===== src/rtl/srm_pkg.sv =====
// Shared types for the shift, rotate and mask unit.
// Assumes a 4-bit operation code; codes above SRM_SRMASK are treated as unused.
package srm_pkg;
    typedef enum logic [3:0] {
        SRM_SLL_I  = 4'd0,
        SRM_SRL_I  = 4'd1,
        SRM_SRA_I  = 4'd2,
        SRM_SLL_V  = 4'd3,
        SRM_SRL_V  = 4'd4,
        SRM_SRA_V  = 4'd5,
        SRM_ROTMSK = 4'd6,
        SRM_SLMASK = 4'd7,
        SRM_SRMASK = 4'd8
    } srm_op_e;

    // Control word produced by the decoder for the datapath.
    typedef struct packed {
        logic       use_reg_amt;
        logic       dir_left;
        logic       arith;
        logic       rotate;
        logic       hi_en;
        logic       hi_from_reg;
        logic       lo_en;
        logic       zero_out;
    } srm_ctrl_t;
endpackage


===== src/rtl/srm_decode.sv =====
// Operation decoder: turns an operation code into datapath control.
// Assumes the package encoding; an unknown code sets zero_out.
module srm_decode
    import srm_pkg::*;
(
    input  logic [3:0] op_sel,
    output srm_ctrl_t  ctrl
);
    // Map each code to its control bits.
    always_comb begin
        ctrl = '0;
        case (op_sel)
            SRM_SLL_I:  ctrl.dir_left = 1'b1;
            SRM_SRL_I:  ctrl.dir_left = 1'b0;
            SRM_SRA_I:  ctrl.arith    = 1'b1;
            SRM_SLL_V: begin
                ctrl.use_reg_amt = 1'b1;
                ctrl.dir_left    = 1'b1;
            end
            SRM_SRL_V:  ctrl.use_reg_amt = 1'b1;
            SRM_SRA_V: begin
                ctrl.use_reg_amt = 1'b1;
                ctrl.arith       = 1'b1;
            end
            SRM_ROTMSK: begin
                ctrl.rotate = 1'b1;
                ctrl.hi_en  = 1'b1;
                ctrl.lo_en  = 1'b1;
            end
            SRM_SLMASK: begin
                ctrl.dir_left    = 1'b1;
                ctrl.hi_en       = 1'b1;
                ctrl.hi_from_reg = 1'b1;
            end
            SRM_SRMASK: ctrl.lo_en = 1'b1;
            default:    ctrl.zero_out = 1'b1;
        endcase
    end
endmodule


===== src/rtl/srm_shift_core.sv =====
// Log-depth barrel shifter: right shift or rotate, with sign or zero fill.
// A left shift reverses the bits, shifts right, then reverses back.
// Assumes W is a power of two and AW = log2(W); rotate is used only rightward.
module srm_shift_core #(
    parameter int W  = 32,
    parameter int AW = $clog2(W)
) (
    input  logic [W-1:0]  d,
    input  logic [AW-1:0] amt,
    input  logic          dir_left,
    input  logic          arith,
    input  logic          rotate,
    output logic [W-1:0]  q
);
    logic [W-1:0] rev_in;
    logic [W-1:0] rev_out;
    logic [W-1:0] stage [0:AW];
    logic         fill;

    // Bit reversal on the way in and out for left shifts.
    for (genvar i = 0; i < W; i++) begin : g_rev
        assign rev_in[i]  = d[W-1-i];
        assign rev_out[i] = stage[AW][W-1-i];
    end

    assign fill     = arith & ~dir_left & d[W-1];
    assign stage[0] = dir_left ? rev_in : d;

    // One stage per amount bit, each moving by a power of two.
    for (genvar k = 0; k < AW; k++) begin : g_stage
        localparam int S = 1 << k;
        assign stage[k+1] = !amt[k] ? stage[k] :
                            rotate  ? {stage[k][S-1:0], stage[k][W-1:S]} :
                                      {{S{fill}}, stage[k][W-1:S]};
    end

    assign q = dir_left ? rev_out : stage[AW];
endmodule


===== src/rtl/srm_mask_gen.sv =====
// Two-sided mask: the upper bound clears high bits, the lower bound clears low bits.
// A disabled side contributes all ones.
module srm_mask_gen #(
    parameter int W  = 32,
    parameter int AW = $clog2(W)
) (
    input  logic [AW-1:0] hi_cnt,
    input  logic [AW-1:0] lo_cnt,
    input  logic          hi_en,
    input  logic          lo_en,
    output logic [W-1:0]  mask
);
    localparam logic [W-1:0] ONES = '1;
    logic [W-1:0] hi_part;
    logic [W-1:0] lo_part;

    // Build each side, then combine them.
    always_comb begin
        hi_part = hi_en ? (ONES >> hi_cnt) : ONES;
        lo_part = lo_en ? (ONES << lo_cnt) : ONES;
        mask    = hi_part & lo_part;
    end
endmodule


===== src/rtl/srm_unit.sv =====
// Shift, rotate and mask unit: one decode, one barrel shifter, one mask,
// then a single output register loaded on in_valid.
// Assumes only reg_val[AW-1:0] carries meaning; reset is synchronous, active low.
module srm_unit
    import srm_pkg::*;
#(
    parameter int DATA_W = 32,
    localparam int AW    = $clog2(DATA_W)
) (
    input  logic              clk,
    input  logic              rst_n,
    input  logic              in_valid,
    input  logic [3:0]        op_sel,
    input  logic [DATA_W-1:0] data_in,
    input  logic [DATA_W-1:0] reg_val,
    input  logic [AW-1:0]     shamt,
    input  logic [AW-1:0]     lmask,
    output logic              out_valid,
    output logic [DATA_W-1:0] result
);
    srm_ctrl_t         ctrl;
    logic [AW-1:0]     reg_amt;
    logic [AW-1:0]     amt;
    logic [AW-1:0]     hi_cnt;
    logic [DATA_W-1:0] shifted;
    logic [DATA_W-1:0] mask;
    logic [DATA_W-1:0] next_res;
    logic              unused_reg_hi;

    assign reg_amt       = reg_val[AW-1:0];
    assign unused_reg_hi = ^reg_val[DATA_W-1:AW];

    srm_decode u_dec (
        .op_sel (op_sel),
        .ctrl   (ctrl)
    );

    // Pick the shift amount source.
    assign amt    = ctrl.use_reg_amt ? reg_amt : shamt;
    // Pick the upper-bound count source.
    assign hi_cnt = ctrl.hi_from_reg ? reg_amt : lmask;

    srm_shift_core #(.W(DATA_W), .AW(AW)) u_shift (
        .d        (data_in),
        .amt      (amt),
        .dir_left (ctrl.dir_left),
        .arith    (ctrl.arith),
        .rotate   (ctrl.rotate),
        .q        (shifted)
    );

    srm_mask_gen #(.W(DATA_W), .AW(AW)) u_mask (
        .hi_cnt (hi_cnt),
        .lo_cnt (reg_amt),
        .hi_en  (ctrl.hi_en),
        .lo_en  (ctrl.lo_en),
        .mask   (mask)
    );

    // Apply the mask, or force zero for unused codes.
    assign next_res = ctrl.zero_out ? '0 : (shifted & mask);

    // Output register with its valid flag.
    always_ff @(posedge clk) begin
        if (!rst_n) begin
            out_valid <= 1'b0;
            result    <= '0;
        end else begin
            out_valid <= in_valid;
            if (in_valid) result <= next_res;
        end
    end
endmodule


===== config.mk =====
export PLATFORM = sky130hd
export DESIGN_NAME = srm_unit
export DESIGN_NICKNAME = d
export VERILOG_FILES = /design/src/rtl/srm_pkg.sv /design/src/rtl/srm_decode.sv /design/src/rtl/srm_shift_core.sv /design/src/rtl/srm_mask_gen.sv /design/src/rtl/srm_unit.sv
export SDC_FILE = /design/constraint.sdc
export NUM_CORES = 1
export LEC_CHECK = 0
export ABC_AREA = 1
export CORE_MARGIN = 1.5
export CORE_UTILIZATION = 40
export DETAILED_ROUTE_END_ITERATION = 10
export PLACE_DENSITY = 0.69
export SYNTH_ARGS = -nofsm -noshare
export SYNTH_HDL_FRONTEND = slang
export SYNTH_HIERARCHICAL = 1
export SYNTH_SLANG_ARGS = --single-unit
export TNS_END_PERCENT = 50

===== constraint.sdc =====
create_clock -name clk -period 2.2 [get_ports clk]
set_input_delay 0.33 -clock clk [delete_from_list [all_inputs] [get_ports clk]]
set_output_delay 0.33 -clock clk [all_outputs]
set_load 0.005 [all_outputs]

# After elaboration in Yosys (flattened, before gate mapping)
# Index checks and enable logic that the tools add are counted.
[classes]
n_eq_ne = 8
shift = 2
muxes = 24
bitwise = 5
reduce_logical = 7
[ops]
columns = ["operator", "n"]
rows = [
  ["32-bit 2-to-1 mux", 15],
  ["32-bit AND", 2],
  ["32-bit by 5-bit left shift with 32-bit output, first input constant", 1],
  ["32-bit by 5-bit >> shifter with 32-bit output, first input constant", 1],
  ["4-bit by 3-bit == test with 1-bit output, second input constant", 4],
  ["5-bit 2-to-1 mux", 2],
  ["9-bit OR reduction", 1],
  ["4-bit by 2-bit == test with 1-bit output, second input constant", 2],
  ["1-bit 2-to-1 mux", 7],
  ["2-bit OR reduction", 3],
  ["3-bit OR reduction", 2],
  ["4-bit by 1-bit == test with 1-bit output, second input constant", 1],
  ["4-bit == test, second input constant", 1],
  ["4-bit zero test", 1],
  ["1-bit AND", 2],
  ["1-bit inverter", 1],
]
[totals]
register_bits = 33
in_bits = 81
elab_cells = 48

# Longest topological paths before layout
[logic_depth]
word_depth = 19
mapped_depth = 25
ltp_nobuf = 23

# Modules after synthesis
# Netlist, hierarchy kept.
[by_module_without_submodules]
columns = ["module", "instances", "cells_each", "area_per_inst_um2", "seq_area_each_um2"]
rows = [
  ["srm_shift_core", 1, 639, 2874.0, 0.0],
  ["srm_unit", 1, 239, 1529.0, 660.6],
  ["srm_mask_gen", 1, 161, 733.2, 0.0],
  ["srm_decode", 1, 25, 110.1, 0.0],
]

# Worst setup path after synthesis
# OpenSTA, ideal clock, no wires.
[synth_path]
path_type = "input to register"
startpoint = "input port op_sel[2]"
endpoint = "register result[15]"
t_arrival_ns = 2.226
t_required_ns = 2.068
path_slack_ns = -0.158
cell_stages = 21
n_path_buf = 3
path_cell_list = "nor2_1 nand2_1 o21ai_0 clkbuf_1 o21ai_0 buf_2 inv_2 buf_2 nand3_1 nand3_1 nand3_1 nand3_1 nand2_1 nand2_1 nand3_1 nand3_1 nand2_1 nand2_1 inv_1 nand2_1 a21oi_1"
[synth_rtl]
columns = ["element", "line_no", "rtl"]
rows = [
  ["from (decl)", "srm_unit.sv:13", "input logic [3:0] op_sel,"],
  ["to (signal assigned)", "srm_unit.sv:70", "if (in_valid) result <= next_res;"],
  ["to (decl)", "srm_unit.sv:19", "output logic [DATA_W-1:0] result"],
]

==> impl_metrics.toml <==
[clock_network]
clockBufferDepth = 2
cts-htree-levels = 2
cts_tree = "done"
path_clk_slew_ns = 0.05
clock_latency_ns = 0.27
cts_buffers = 5
cts.sinks = 33
cts-root-buf = "clkbuf_16"

[die]
coreArea_sq_um = 12700
initial_core_util = 0.412
io_pins = 114
dieArea_sq_um = 13800
die_y_um = 118
row_count = 41
chipWidth_um = 118

[global_routing]
grt_pass1_wl_um = 33400
grt_max_degree = 33
gr-usage-all-layers = 0.287
antenna_found_initial = 0
grt_overflow = 0
grt_pass1_vias = 7031

[cells_and_area]
layout_common_cells = "nand2_1 (408), nand3_1 (253), clkdlybuf4s50_1 (82)"
final-seq-area_sq_um = 661
drive_above_1_share = 0.193
syn2layout_area_growth_pct = 42.7
num-fill-cells = 1362
final_nets = 1259
utilization = 0.589
final_common_cell = "nand2_1"
multi_input_area_sq_um = 4400
antenna_cells = 0

[sta]
rsz0062_at_grt = "yes"
setup-tns-final_ns = -7.31
fin_crit_sh = 1.13
min_period_ns = 2.49
fin_ws_ns = -0.286
fin_worst_skew_ns = 0
setup_viol = 32
hold_violations = 0
fmax_mhz = 402
maxSlewHeadroom = 0.714
worstMarginPinSlew_ns = 0.429
drv_slew = 0

[route]
drt-initial-drc-count = 868
routed_wirelength_um = 20300
drc = 0
drt_first_pass_iters = 9
vias = 7471
ant_nets = 0
via_per_inst = 5.53
routedWlPerCell_um = 15.0

[min_path]
hold_end = "result[5]$_SDFFE_PN0P_"
min_from = "result[5]$_SDFFE_PN0P_"
min_path_cells = 2
hp-class = "reg2reg"

[power]
ir_drop_mv = 0.273
total_power_w = 0.00344
powerDensity_nw_per_um2 = 459
leakagePower_nw = 3.78

[critical_path]
ff2ff_path_depth = 2
path_max_fanout = 32
worstSetupPathType = "in2reg"
slowest_stage = "clkdlybuf4s15_2"
crit_arrival_ns = 2.69
r2r-end = "result[0]$_SDFFE_PN0P_"
critPathMaxStageDelay_ns = 0.20
cp.buffers_inverters = 5
critical-path-top-delay-family = "simple AND/OR/NAND/NOR gates"
required_ns = 2.41
path_cells = "clkdlybuf4s15_2 -> buf_6 -> nor2_4 -> nand2_2 -> buf_6 -> nand3_4 -> buf_12 -> nand2_1 -> nand2_1 -> nand2_1 -> nand3_1 -> nand3_1 -> nand3_1 -> nand3_1 -> nand3_1 -> nand3_1 -> nand2_1 -> nand2_1 -> inv_1 -> nand2_1 -> a21oi_1"
reg2reg_setup_slack_ns = 1.53
r2r-start = "result[0]$_SDFFE_PN0P_"
setup.worst_path.end_class = "flop"
start_kind = "primary input"

[logic_synthesis]
yosysTopAreaCell = "nand3_1"
syn-num-nets = 1145
synth_area_leaders = "nand3_1 (31%), nand2_1 (31%), dfxtp_1 (13%)"
synth_seq_area_share = 0.126
syn_area_per_cell_sq_um = 4.93
syn_area_sq_um = 5250
synthDominantCellAreaShare = 0.312
ys_ff_latch = 33
synth.distinct_cells = 22
syn_inst = 1064
yosysWarningCount = 6

[flow_run]
maxCapViolations = 0

[placed_design]
hpwl_um = 15300
dpl_worst_slack_ns = -0.887
gp_congestion = 1.01
io_buffers = 86

[status]
failed_checks = "negative setup slack"
status = "complete, but fails checks"
==> how the worst max path moves through the flow <==
stage              start                      end  slack, ns  cells past startpoint
3_3_place_gp   op_sel[2]  result[12]$_SDFFE_PN0P_      -0.86                     22
3_5_place_dp   op_sel[3]  result[20]$_SDFFE_PN0P_      -0.89                     21
2_1_floorplan  op_sel[2]  result[13]$_SDFFE_PN0P_     0.0007                     24
5_1_grt        op_sel[3]  result[31]$_SDFFE_PN0P_      -0.50                     21
6_report       op_sel[3]  result[31]$_SDFFE_PN0P_      -0.29                     21
4_1_cts        op_sel[1]  result[15]$_SDFFE_PN0P_      -0.18                     21
==> Yosys cell counts <==
| master | n |
|---|---|
| buf_6 | 9 |
| inv_2 | 9 |
| o21ai_1 | 8 |
| nor2_8 | 1 |
| nand4_1 | 2 |
| nand3_1 | 327 |
| a21boi_0 | 1 |
| nand2_1 | 431 |
| o211ai_1 | 2 |
| nand2_2 | 6 |
| dfxtp_1 | 33 |
| nor2_2 | 2 |
| nor2_4 | 3 |
| clkbuf_1 | 14 |
| buf_2 | 29 |
| nor2_1 | 31 |
| buf_1 | 6 |
| nand3_2 | 2 |
| a21oi_1 | 50 |
| inv_1 | 78 |
| o21ai_0 | 13 |
| buf_4 | 7 |
==> metal layers <==
metal	share of wire	wire (um)	vias up	track usage
met1	0.43	8650	3377	0.382
met2	0.46	9280	335	0.476
met5	0	0	-	0
li1	-	-	3696	-
met3	0.086	1750	63	0.0538
met4	0.029	578	0	0.0755
==> worst register-to-register path: stages (launching register included) <==
cell	delay [ns]
dfxtp_1	0.40
nand2_1	0.08
a21oi_1	0.13
==> through the flow <==
| step | cell area [sq um] | hold WS (ns) | cells |
|---|---|---|---|
| 2_1_floorplan | 5260 | 0.423 | 1064 |
| 3_3_place_gp | 6720 | 0.451 | 1336 |
| 3_5_place_dp | 6720 | 0.454 | 1336 |
| 4_1_cts | 7230 | 0.462 | 1348 |
| 5_1_grt | 7490 | 0.483 | 1351 |
| 6_report | 7490 | 0.462 | 1351 |
==> logic make-up after synthesis <==
family,count (synthesis),synth area share
and+or+nand+nor,805,0.668
AOI/OAI and AO/OA,74,0.0720
DFF,33,0.126
buffers and inverters,152,0.134
==> sequential cells by signal (all words and copies together), names as in the netlist <==
name       flops
out_valid      1
result        32
==> area by class of cell <==
cell class / count / area share
Tap cell: 172 / 0.0287
Sequential cell: 33 / 0.0882
Inverter: 87 / 0.0443
Clock buffer: 6 / 0.0172
Multi-Input combinational cell: 879 / 0.588
Clock inverter: 2 / 0.00134
Timing Repair Buffer: 172 / 0.232
==> timing repair <==
item | CTS | global route
endpoints found under the hold margin | 0 | 0
pin swaps | 19 | 4
setup endpoints to repair | 32 | 32
gates resized for setup | 84 | 51
cloned | 1 | 1
buffers inserted | 3 | 2
hold buffers | 0 | 0
==> power breakdown <==
part | total, W | switching (W) | leakage [nW] | internal (W)
combinational | 0.00211 | 0.00129 | 3.44 | 0.000824
clock | 0.000667 | 0.000251 | 0.0706 | 0.000415
sequential | 0.000658 | 0.0000209 | 0.269 | 0.000637
total | 0.00344 | 0.00156 | 3.78 | 0.00188
No activity file was read; power rests on OpenSTA's default activity.
